`src/rtl/resize_pkg.sv`:
```
package resize_pkg;
  typedef enum logic [2:0] {
    CS_C0 = 3'd0, CS_C1 = 3'd1, CS_C2 = 3'd2, CS_C3 = 3'd3, CS_C4 = 3'd4
  } cstate_e;

  typedef enum logic [1:0] {
    SQ_IDLE  = 2'd0,
    SQ_CHUNK = 2'd1,
    SQ_VCLR  = 2'd2
  } seq_st_e;

  localparam int CHUNK_W   = 9;
  localparam int CHUNK_MIN = 4;
  localparam int CHUNK_MAX = 256;

  function automatic logic [CHUNK_W-1:0] clamp_chunk(input logic [CHUNK_W-1:0] v);
    if (int'(v) < CHUNK_MIN) return CHUNK_W'(CHUNK_MIN);
    if (int'(v) > CHUNK_MAX) return CHUNK_W'(CHUNK_MAX);
    return v;
  endfunction
endpackage

```
`src/rtl/resize_timer.sv`:
```
module resize_timer #(
  parameter int TIMER_W = 16
) (
  input  logic               clk,
  input  logic               rst,
  input  logic               pkg_idle,
  input  logic [TIMER_W-1:0] reload,
  output logic               expired
);
  logic [TIMER_W-1:0] count_q;

  always_ff @(posedge clk) begin
    if (rst || pkg_idle)   count_q <= reload;
    else if (count_q != '0) count_q <= count_q - 1'b1;
  end

  assign expired = (count_q == '0) && !pkg_idle;

  // the count never moves up unless it was reloaded by package idle
  assert_count_down_R7: assert property (@(posedge clk) disable iff (rst)
    !$past(pkg_idle) && !pkg_idle |-> count_q <= $past(count_q));
endmodule

```
`src/rtl/resize_policy.sv`:
```
module resize_policy
  import resize_pkg::*;
#(
  parameter int FREQ_W = 8
) (
  input  logic              clk,
  input  logic              rst,
  input  logic [FREQ_W-1:0] freq_cur,
  input  logic [FREQ_W-1:0] freq_thresh,
  input  logic [2:0]        core0_cst,
  input  logic [2:0]        core1_cst,
  input  logic              irq_pending,
  input  logic              expired,
  output logic              entry_evt,
  output logic              expand_evt,
  output logic              shrink_ok
);
  logic [2:0] prev0_q, prev1_q;
  logic both_c4, both_c4_prev, freq_low, freq_high;
  logic shallow0, shallow1;

  always_ff @(posedge clk) begin
    if (rst) begin
      prev0_q <= CS_C0;
      prev1_q <= CS_C0;
    end else begin
      prev0_q <= core0_cst;
      prev1_q <= core1_cst;
    end
  end

  always_comb begin
    both_c4      = (core0_cst == CS_C4) && (core1_cst == CS_C4);
    both_c4_prev = (prev0_q == CS_C4) && (prev1_q == CS_C4);
    freq_low     = freq_cur < freq_thresh;
    freq_high    = freq_cur > freq_thresh;
    shallow0     = (core0_cst inside {CS_C1, CS_C2, CS_C3}) && (core0_cst != prev0_q);
    shallow1     = (core1_cst inside {CS_C1, CS_C2, CS_C3}) && (core1_cst != prev1_q);
    entry_evt    = both_c4 && !both_c4_prev && freq_low && !expired;
    expand_evt   = freq_high || expired || shallow0 || shallow1;
    shrink_ok    = both_c4 && !irq_pending && freq_low && !expired;
  end

  // a qualifying entry needs a C4 transition seen against the registered history
  assert_entry_edge_R2: assert property (@(posedge clk) disable iff (rst)
    entry_evt |-> !((prev0_q == CS_C4) && (prev1_q == CS_C4)));
endmodule

```
`src/rtl/resize_flush_seq.sv`:
```
module resize_flush_seq
  import resize_pkg::*;
#(
  parameter int NUM_WAYS      = 8,
  parameter int LINES_PER_WAY = 64
) (
  input  logic                                clk,
  input  logic                                rst,
  input  logic                                entry_evt,
  input  logic                                expand_evt,
  input  logic                                dx_evt,
  input  logic                                shrink_ok,
  input  logic [1:0]                          frac_sel,
  input  logic [CHUNK_W-1:0]                  chunk_cfg,
  input  logic                                flush_done,
  input  logic                                vclr_done,
  output logic                                flush_req,
  output logic [$clog2(NUM_WAYS)-1:0]         flush_way,
  output logic [$clog2(LINES_PER_WAY)-1:0]    flush_line_base,
  output logic [CHUNK_W-1:0]                  flush_line_cnt,
  output logic [NUM_WAYS-1:0]                 way_gate,
  output logic                                vclr_req,
  output logic [$clog2(NUM_WAYS+1)-1:0]       ways_en,
  output logic                                deep_ready
);
  localparam int WAY_W  = $clog2(NUM_WAYS);
  localparam int LINE_W = $clog2(LINES_PER_WAY);
  localparam int CNT_W  = $clog2(NUM_WAYS+1);
  localparam int PTR_W  = $clog2(LINES_PER_WAY+1);
  localparam int TOTAL  = NUM_WAYS * LINES_PER_WAY;
  localparam int BUD_W  = $clog2(TOTAL+1);
  localparam int MIN_WAKE = (NUM_WAYS < 2) ? NUM_WAYS : 2;

  seq_st_e          st_q, st_n;
  logic [CNT_W-1:0] ways_n;
  logic [PTR_W-1:0] ptr_q, ptr_n;
  logic [BUD_W-1:0] bud_q, bud_n;
  logic             pend_ent_q, pend_exp_q, pend_dx_q;
  logic             pend_ent_n, pend_exp_n, pend_dx_n;
  logic             req_n, vclr_n;
  logic [WAY_W-1:0] way_n;
  logic [LINE_W-1:0] base_n;
  logic [CHUNK_W-1:0] cnt_n;
  logic             take_ent, take_exp, take_dx;
  logic             gate_set, ungate;
  logic [WAY_W-1:0] gate_idx;
  logic [CNT_W-1:0] ungate_to;
  logic [BUD_W-1:0] frac_lines;
  logic [CHUNK_W-1:0] chunk_c;
  int unsigned      n_i, left_i;

  assign take_dx  = pend_dx_q  || dx_evt;
  assign take_exp = pend_exp_q || expand_evt;
  assign take_ent = pend_ent_q || entry_evt;
  assign chunk_c  = clamp_chunk(chunk_cfg);

  always_comb begin
    case (frac_sel)
      2'd0:    frac_lines = BUD_W'(TOTAL / 8);
      2'd1:    frac_lines = BUD_W'(TOTAL / 4);
      default: frac_lines = BUD_W'(TOTAL / 2);
    endcase
  end

  always_comb begin
    left_i = 32'(LINES_PER_WAY) - 32'(ptr_q);
    n_i    = 32'(chunk_c);
    if (left_i < n_i) n_i = left_i;
    if (32'(bud_q) < n_i) n_i = 32'(bud_q);
  end

  always_comb begin
    st_n       = st_q;
    ways_n     = ways_en;
    ptr_n      = ptr_q;
    bud_n      = bud_q;
    pend_ent_n = pend_ent_q || entry_evt;
    pend_exp_n = pend_exp_q || expand_evt;
    pend_dx_n  = pend_dx_q  || dx_evt;
    req_n      = flush_req;
    way_n      = flush_way;
    base_n     = flush_line_base;
    cnt_n      = flush_line_cnt;
    vclr_n     = vclr_req;
    gate_set   = 1'b0;
    gate_idx   = flush_way;
    ungate     = 1'b0;
    ungate_to  = ways_en;
    case (st_q)
      SQ_IDLE: begin
        pend_ent_n = 1'b0;
        pend_exp_n = 1'b0;
        pend_dx_n  = 1'b0;
        if (take_dx) begin
          ways_n    = (32'(ways_en) < MIN_WAKE) ? CNT_W'(MIN_WAKE) : ways_en;
          ptr_n     = '0;
          bud_n     = '0;
          ungate    = 1'b1;
          ungate_to = ways_n;
          vclr_n    = 1'b1;
          st_n      = SQ_VCLR;
        end else if (take_exp) begin
          ways_n    = CNT_W'(NUM_WAYS);
          ptr_n     = '0;
          bud_n     = '0;
          ungate    = 1'b1;
          ungate_to = CNT_W'(NUM_WAYS);
        end else if (take_ent) begin
          bud_n = frac_lines;
        end else if (bud_q != '0 && ways_en != '0 && shrink_ok) begin
          req_n  = 1'b1;
          way_n  = WAY_W'(ways_en - 1'b1);
          base_n = LINE_W'(ptr_q);
          cnt_n  = CHUNK_W'(n_i);
          st_n   = SQ_CHUNK;
        end
      end
      SQ_CHUNK: begin
        if (flush_done) begin
          req_n = 1'b0;
          bud_n = bud_q - BUD_W'(flush_line_cnt);
          if (32'(ptr_q) + 32'(flush_line_cnt) >= 32'(LINES_PER_WAY)) begin
            gate_set = 1'b1;
            gate_idx = flush_way;
            ways_n   = ways_en - 1'b1;
            ptr_n    = '0;
          end else begin
            ptr_n = ptr_q + PTR_W'(flush_line_cnt);
          end
          st_n = SQ_IDLE;
        end
      end
      SQ_VCLR: begin
        if (vclr_done) begin
          vclr_n = 1'b0;
          st_n   = SQ_IDLE;
        end
      end
      default: st_n = SQ_IDLE;
    endcase
  end

  always_ff @(posedge clk) begin
    if (rst) begin
      st_q            <= SQ_IDLE;
      ways_en         <= CNT_W'(NUM_WAYS);
      ptr_q           <= '0;
      bud_q           <= '0;
      pend_ent_q      <= 1'b0;
      pend_exp_q      <= 1'b0;
      pend_dx_q       <= 1'b0;
      flush_req       <= 1'b0;
      flush_way       <= '0;
      flush_line_base <= '0;
      flush_line_cnt  <= '0;
      vclr_req        <= 1'b0;
      deep_ready      <= 1'b0;
    end else begin
      st_q            <= st_n;
      ways_en         <= ways_n;
      ptr_q           <= ptr_n;
      bud_q           <= bud_n;
      pend_ent_q      <= pend_ent_n;
      pend_exp_q      <= pend_exp_n;
      pend_dx_q       <= pend_dx_n;
      flush_req       <= req_n;
      flush_way       <= way_n;
      flush_line_base <= base_n;
      flush_line_cnt  <= cnt_n;
      vclr_req        <= vclr_n;
      deep_ready      <= (ways_n == '0);
    end
  end

  for (genvar w = 0; w < NUM_WAYS; w++) begin : g_gate
    always_ff @(posedge clk) begin
      if (rst)                                        way_gate[w] <= 1'b0;
      else if (gate_set && gate_idx == WAY_W'(w))     way_gate[w] <= 1'b1;
      else if (ungate && w < int'(ungate_to))         way_gate[w] <= 1'b0;
    end
  end

  // gated ways and enabled count always account for every way
  assert_gate_count_R6: assert property (@(posedge clk) disable iff (rst)
    ($countones(way_gate) + int'(ways_en)) == NUM_WAYS);

  // chunk fields are frozen while the flush engine has not answered
  assert_req_hold_R11: assert property (@(posedge clk) disable iff (rst)
    flush_req && !flush_done |=> flush_req && $stable(flush_way)
      && $stable(flush_line_base) && $stable(flush_line_cnt));

  // a chunk stays inside its way and targets the top enabled way
  assert_chunk_bounds_R4: assert property (@(posedge clk) disable iff (rst)
    flush_req |-> (flush_line_cnt != '0) && (int'(flush_line_cnt) <= CHUNK_MAX)
      && (int'(flush_line_base) + int'(flush_line_cnt) <= LINES_PER_WAY)
      && (int'(flush_way) + 1 == int'(ways_en)));

  // a new chunk is only launched when shrinking was permitted
  assert_no_freeze_issue_R5: assert property (@(posedge clk) disable iff (rst)
    $rose(flush_req) |-> $past(shrink_ok));

  // the ready flag implies every way is power-gated
  assert_deep_ready_R10: assert property (@(posedge clk) disable iff (rst)
    deep_ready |-> (&way_gate) && (ways_en == '0));

  // valid clearing only happens with the wake-up minimum enabled
  assert_vclr_min_R9: assert property (@(posedge clk) disable iff (rst)
    vclr_req |-> int'(ways_en) >= MIN_WAKE);
endmodule

```
`src/rtl/cache_resize_ctrl.sv`:
```
module cache_resize_ctrl #(
  parameter int NUM_WAYS      = 8,
  parameter int LINES_PER_WAY = 64,
  parameter int FREQ_W        = 8,
  parameter int TIMER_W       = 16
) (
  input  logic                               clk,
  input  logic                               rst,
  input  logic [FREQ_W-1:0]                  freq_cur,
  input  logic [FREQ_W-1:0]                  freq_thresh,
  input  logic [2:0]                         core0_cst,
  input  logic [2:0]                         core1_cst,
  input  logic                               pkg_idle,
  input  logic                               irq_pending,
  input  logic                               deep_exit,
  input  logic [TIMER_W-1:0]                 resid_reload,
  input  logic [1:0]                         frac_sel,
  input  logic [8:0]                         chunk_cfg,
  output logic                               flush_req,
  output logic [$clog2(NUM_WAYS)-1:0]        flush_way,
  output logic [$clog2(LINES_PER_WAY)-1:0]   flush_line_base,
  output logic [8:0]                         flush_line_cnt,
  input  logic                               flush_done,
  output logic [NUM_WAYS-1:0]                way_gate,
  output logic                               vclr_req,
  input  logic                               vclr_done,
  output logic [$clog2(NUM_WAYS+1)-1:0]      ways_enabled,
  output logic                               deep_ready
);
  logic expired, entry_evt, expand_evt, shrink_ok;

  resize_timer #(.TIMER_W(TIMER_W)) u_timer (
    .clk      (clk),
    .rst      (rst),
    .pkg_idle (pkg_idle),
    .reload   (resid_reload),
    .expired  (expired)
  );

  resize_policy #(.FREQ_W(FREQ_W)) u_policy (
    .clk         (clk),
    .rst         (rst),
    .freq_cur    (freq_cur),
    .freq_thresh (freq_thresh),
    .core0_cst   (core0_cst),
    .core1_cst   (core1_cst),
    .irq_pending (irq_pending),
    .expired     (expired),
    .entry_evt   (entry_evt),
    .expand_evt  (expand_evt),
    .shrink_ok   (shrink_ok)
  );

  resize_flush_seq #(.NUM_WAYS(NUM_WAYS), .LINES_PER_WAY(LINES_PER_WAY)) u_seq (
    .clk             (clk),
    .rst             (rst),
    .entry_evt       (entry_evt),
    .expand_evt      (expand_evt),
    .dx_evt          (deep_exit),
    .shrink_ok       (shrink_ok),
    .frac_sel        (frac_sel),
    .chunk_cfg       (chunk_cfg),
    .flush_done      (flush_done),
    .vclr_done       (vclr_done),
    .flush_req       (flush_req),
    .flush_way       (flush_way),
    .flush_line_base (flush_line_base),
    .flush_line_cnt  (flush_line_cnt),
    .way_gate        (way_gate),
    .vclr_req        (vclr_req),
    .ways_en         (ways_enabled),
    .deep_ready      (deep_ready)
  );
endmodule

```
`config.mk`:
```
export PLATFORM = sky130hd
export DESIGN_NAME = cache_resize_ctrl
export DESIGN_NICKNAME = d
export VERILOG_FILES = /design/src/rtl/resize_pkg.sv /design/src/rtl/resize_timer.sv /design/src/rtl/resize_policy.sv /design/src/rtl/resize_flush_seq.sv /design/src/rtl/cache_resize_ctrl.sv
export SDC_FILE = /design/constraint.sdc
export NUM_CORES = 1
export LEC_CHECK = 0
export BUFFER_PORTS_ARGS = -buffer_cell sky130_fd_sc_hd__buf_2
export CAP_MARGIN = 20
export CORE_MARGIN = 4
export CORE_UTILIZATION = 30
export DETAILED_ROUTE_END_ITERATION = 6
export GPL_TIMING_DRIVEN = 0
export SYNTH_ARGS = -nofsm -noshare
export SYNTH_HDL_FRONTEND = slang
export SYNTH_SLANG_ARGS = --single-unit
```
`constraint.sdc`:
```
create_clock -name clk -period 10.9 [get_ports clk]
set_clock_uncertainty 0.1 [all_clocks]
set_input_delay 1.09 -clock clk [delete_from_list [all_inputs] [get_ports clk]]
set_output_delay 1.09 -clock clk [all_outputs]
set_load 0.02 [all_outputs]
```
### After elaboration in Yosys (flattened, before gate mapping)

Cells that the tools add are included.

| word-level totals | value |
|---|---|
| bits of input ports | 56 |
| register bits | 77 |

| operators by class | value |
|---|---|
| reductions and logical operators | 68 |
| order comparisons | 16 |
| equal/unequal tests | 34 |
| muxes and demuxes | 67 |
| bitwise operators | 3 |
| add/subtract/negate cells | 6 |

Operator list:

| kind | number |
|---|---|
| 9-bit two-way mux | 5 |
| 10-bit two-way mux | 4 |
| 32-bit by 7-bit >= comparator with 1-bit output, second input constant | 1 |
| 10-bit by 32-bit < comparator with 1-bit output | 1 |
| 32-bit by 9-bit < comparator with 1-bit output | 1 |
| 1-bit two-way mux | 32 |
| 16-bit two-way mux | 2 |
| 32-bit two-way mux | 1 |
| 1-bit logical AND | 29 |
| 7-bit two-way mux | 4 |
| 3-bit equality test, second input constant | 8 |
| 4-bit two-way mux | 6 |
| 2-bit nonzero test | 11 |
| 10-bit one-hot mux with 2 select lines | 1 |
| 3-bit by 2-bit equality test with 1-bit output, second input constant | 6 |
| 9-bit one-hot mux with 2 select lines | 1 |
| 16-bit zero test | 1 |
| 3-bit by 4-bit < comparator with 1-bit output, first input constant | 4 |
| 16-bit nonzero test | 1 |
| 16-bit by 1-bit subtractor with 16-bit output, second input constant | 1 |
| 7-bit one-hot mux with 2 select lines | 1 |
| 2-bit two-way mux | 6 |
| 7-bit by 9-bit adder with 10-bit output | 1 |
| 2-bit inequality test, second input constant | 5 |
| other kinds (35) | 61 |

### Longest topological paths before layout

| depth | value |
|---|---|
| depth after elaboration | 13 |
| mapped depth | 19 |

### Cells and area by module

Synthesis repeated with hierarchy kept, for this count alone.

| unflattened totals | value |
|---|---|
| cells, all modules | 628 |
| area, all modules | 5,410.2 sq um |

Modules (own cells, without submodules):

| module | sequential area each (sq um) | cells each | times used | area an instance (sq um) |
|---|---|---|---|---|
| resize_flush_seq | 1,101.1 | 472 | 1 | 3,962.6 |
| resize_timer | 480.5 | 94 | 1 | 958.4 |
| resize_policy | 120.1 | 62 | 1 | 489.2 |

### Worst setup path before layout

No wires, ideal clock.

| path | value |
|---|---|
| path kind | input port to flip-flop |
| start point | in chunk_cfg[7] |
| end point | reg u_seq.flush_line_cnt[5] |
| cell stages on the path | 16 |
| data arrival time | 5.315 ns |
| path slack | 5.345 ns |
| buffers on the path | 1 |
| library setup time | 0.140 ns |
| cell sequence | or4_4 -> nor3_1 -> o21ai_0 -> ha_1 -> a2111oi_1 -> a211oi_4 -> o22ai_2 -> mux2i_1 -> ha_1 -> a211oi_1 -> o22ai_1 -> or4_1 -> o22ai_1 -> or2_1 -> buf_6 -> o311ai_2 |

| between the ends | value |
|---|---|
| longest elaborated chain between the ends | 9 |

RTL lines:

| what | line | source |
|---|---|---|
| start, declared | cache_resize_ctrl.sv:18 | `input logic [8:0] chunk_cfg,` |
| 9-bit greater-than comparator | resize_pkg.sv:18 | `if (int'(v) > CHUNK_MAX) return CHUNK_W'(CHUNK_MAX);` |
| 1-bit two-way mux (2 in a row) | resize_pkg.sv:18 |  |
| 9-bit two-way mux | resize_pkg.sv:19 | `return v;` |
| 9-bit two-way mux (*) | resize_pkg.sv:18 |  |
| 32-bit by 9-bit < comparator with 1-bit output | resize_flush_seq.sv:68 | `if (left_i < n_i) n_i = left_i;` |
| 32-bit two-way mux (*) | resize_flush_seq.sv:68 |  |
| 10-bit by 32-bit < comparator with 1-bit output | resize_flush_seq.sv:69 | `if (32'(bud_q) < n_i) n_i = 32'(bud_q);` |
| 9-bit two-way mux (*) | resize_flush_seq.sv:69 |  |
| end signal, assigned | resize_flush_seq.sv:169 | `flush_line_cnt <= cnt_n;` |
| end, declared | resize_flush_seq.sv:20 | `output logic [CHUNK_W-1:0] flush_line_cnt,` |

Every way passes the cells marked *; elsewhere a longest branch is shown, timed or not. The select of a mux whose other input is x is not followed.
A chain may end at the register's enable or synchronous reset.

### Final worst setup path

| path | value |
|---|---|
| start point | in chunk_cfg[7] |
| end point | reg u_seq.flush_line_cnt[2] |

The elaborated chain is that of the path after synthesis.

==> run_results.csv <==
group,metric,value,unit
pwr,clockPowerShare,46.1,%
layout,multiInputGateArea,3350,sq um
outcome,status,"finished clean",
synthesis,synth_top_area_share,23.0,%
layout,drive_gt1_share,17.5,%
floorplan,core,17300,sq um
drt,wl_per_cell,16.5,microns
grt,grt_overflow,0,
synthesis,syn_nets,717,
cts,cts_sinks,77,
worst_setup_path,crit_chain,"buf_2 -> or4_4 -> nor3_1 -> o21ai_0 -> ha_1 -> a2111oi_1 -> a211oi_4 -> o22ai_2 -> mux2i_1 -> ha_1 -> a211oi_1 -> o22ai_1 -> or4_1 -> o22ai_1 -> or2_1 -> buf_6 -> o311ai_1",
place,dpl.hpwl,12100,microns
synthesis,synth-main-ff-cell,"dfxtp_1",
synthesis,synthArstFlopShare,0,%
layout,finalNetCount,816,
timing,drv_slew,0,
synthesis,synth_cells,615,
worst_setup_path,setup.worst_path.end_class,"flop",
floorplan,die_h,141,microns
timing,tightest_slew,1.01,ns
timing,final_hold_viol_count,0,
pwr,p_sw,0.000191,W
worst_setup_path,cp-start-kind,"input port",
synthesis,synth_cell_types,74,
pwr,power_density,118,nW/um^2
worst_setup_path,reg2reg_setup_slack,5.60,ns
worst_setup_path,crit_buf_inv,2,
grt,grtUsageTotal,15.5,%
worst_setup_path,critical_path.max_stage_delay,0.73,ns
place,port_buffers,88,
drt,first_iter_violations,294,
synthesis,synth_edf_count,16,
floorplan,start_util,30.6,%
synthesis,ys_warn_count,0,
hold_path,worstHoldPathType,"flop to flop",
layout,fill_cells,1843,
timing,rsz0062_at_grt,"false",
flow_run,drv_cap,0,
pwr,p_leak,2.64,nW
cts,cts_buffer_depth,2,
worst_setup_path,critical_path.slowest_cell,"o22ai_1",
layout,seq_area,1700,sq um
pwr,power_frac_comb,12.9,%
worst_setup_path,path_class,"input port to flop",
floorplan,boundaryPins,89,
pwr,irDropWorstVdd,0.0708,mV
cts,htree_levels,3,
floorplan,die-area,19900,sq um
grt,grt_start_max_net_pins,17,
grt,antenna_found_initial,0,
synthesis,synth.most_common_cell,"dfxtp_1",
cts,worstSkewPairLatency,0.34,ns
timing,fmax,0.164,GHz
worst_setup_path,arrival,6.19,ns
place,pre_cts_ws,4.54,ns
cts,post_cts_resized,0,
cts,cts_hold_buf,0,
drt,drc_errors,0,
timing,period_share,55.9,%
timing,fin_crit,6.09,ns
timing,setup_viol,0,
synthesis,ys_seq_area_share,32.1,%
pwr,internal-power,0.000562,W
synthesis,synth_commonest_cells,"dfxtp_1, nor2_1, nand2_1",
timing,fin_tns_setup,0,ns
synthesis,ys_ff_latch,77,
pwr,p_seq_share,41.0,%
layout,areaGrowthSynthToFinish,20.0,%
cts,cts_setup_buffers,0,
place,finalWeightedCongestion,0.848,
synthesis,synth_area,5300,sq um
drt,vias_per_cell,5.22,
cts,path_clk_slew,0.07,ns
synthesis,yosys-top-cells-area,"dfxtp_1, ha_1, edfxtp_1",
worst_setup_path,crit_family,"compound AO/OA/AOI/OAI gates",
cts,cts_tree,"yes",
cts,cts_buffers,9,
drt,vias,4926,
drt,ant_nets,0,
pwr,swShare,25.4,%
grt,grt_pass1_vias,4713,
drt,finalWirelength,15500,microns
floorplan,die_w,141,microns
worst_setup_path,required,11.00,ns
layout,n_antenna_cell,0,
synthesis,avgSynthCellArea,8.62,sq um
grt,grt_pass1_wl,25000,microns
synthesis,synthDominantAreaCellType,"dfxtp_1",
timing,relSlewSlack,32.2,%
cts,cts-root-buf,"clkbuf_16",
timing,fin_ws,4.81,ns
floorplan,rows,48,
drt,drtPass1Iterations,5,
worst_setup_path,cp_max_fo,10,
## final cells by class
cell class              instances  area share [%]
well taps                     225            4.43
repair buffers                 88            6.92
multi-input cells             474            52.6
flip-flops and latches         77            26.8
clock buffers                  10            3.60
inverters                      39            2.30
clock inverters                 6            1.75
plain buffers                  25            1.65
## tightest hold or removal path, stage by stage (launching register included)
cell	delay, ns
dfxtp_1	0.31
o31ai_1	0.06
a21oi_1	0.06
## through the flow
stage | hold WS [ns] | area [sq um] | std cells | total power (W) | util (%)
floorplan | 0.379 | 5300 | 615 | 0.000377 | -
global placement | 0.360 | 6020 | 928 | 0.000410 | 34.8
detailed placement | 0.363 | 6020 | 928 | 0.000411 | 34.8
CTS | 0.372 | 6360 | 944 | 0.000758 | 36.8
global route | 0.416 | 6360 | 944 | 0.000783 | 36.8
finish | 0.376 | 6360 | 944 | 0.000753 | 36.8
## registers in the layout (all words and copies together) (netlist names)
register / cells
u_seq.bud_q: 10
u_seq.deep_ready: 1
u_policy.prev1_q: 3
u_seq.way_gate: 8
u_seq.vclr_req: 1
u_seq.ptr_q: 7
u_seq.pend_ent_q: 1
u_seq.flush_way: 3
u_policy.prev0_q: 3
u_seq.st_q: 2
u_seq.pend_dx_q: 1
u_seq.flush_req: 1
u_timer.count_q: 16
u_seq.ways_en: 4
u_seq.pend_exp_q: 1
u_seq.flush_line_base: 6
u_seq.flush_line_cnt: 9
## layout by cell type (no fill, tap or decap), drive strengths merged, types with 4 or more instances in the layout
cell     instances
a32o             4
a2111oi          5
nor4b            9
mux2i           11
nand3b           4
or3             10
nand2           47
o31ai            4
or4              6
nor3            18
o22ai            5
o311ai           6
a21oi           25
inv             40
buf             92
a22oi            7
o21ai           40
ha              44
nor4             9
xor2            13
or2             13
o2111ai          5
clkbuf          31
nand3           11
nor2            56
edfxtp          16
nand4           11
o21bai           4
nor2b           15
xnor2           15
o211ai          12
dfxtp           61
a211oi          12
## kinds of logic (layout without fill, tap and decap cells)
kind of cell	after synthesis	count (layout)	share of synthesized area [%]
other	1	1	0.0708
flip-flops	77	77	32.1
XOR/XNOR	28	28	4.63
adder cells (fa/ha/maj)	46	46	11.1
multiplexers	12	12	2.29
buffers and inverters	64	168	4.75
AO/OA/AOI/OAI	161	161	22.5
AND/OR/NAND/NOR	226	226	22.6
## routing by layer
layer,vias to the layer above,track usage (%),routed length [microns]
met3,16,3.15,673
met1,2317,21.5,7540
met5,-,0,0
met4,0,3.98,210
met2,104,24.5,7100
li1,2489,-,-
## worst paths after layout
kind                                        from                                    to  cells after the start
hold / removal    u_seq.way_gate[3]$_SDFFE_PP0P_        u_seq.way_gate[3]$_SDFFE_PP0P_                      2
setup / recovery                    chunk_cfg[7]  u_seq.flush_line_cnt[2]$_SDFFE_PP0P_                     17
setup reg to reg     u_seq.ptr_q[0]$_SDFFE_PP0P_  u_seq.flush_line_cnt[2]$_SDFFE_PP0P_                     16
hold reg to reg   u_seq.way_gate[3]$_SDFFE_PP0P_        u_seq.way_gate[3]$_SDFFE_PP0P_                      2
## power by group through the flow
stage          Sequential, W  Clock (W)  Combinational, W
6_report            0.000309   0.000347         0.0000971
5_1_grt             0.000310   0.000364          0.000109
4_1_cts             0.000309   0.000352         0.0000971
3_5_place_dp        0.000315          0         0.0000967
3_3_place_gp        0.000315          0         0.0000956
2_1_floorplan       0.000313          0         0.0000634
Power figures use the tool's default switching activity.
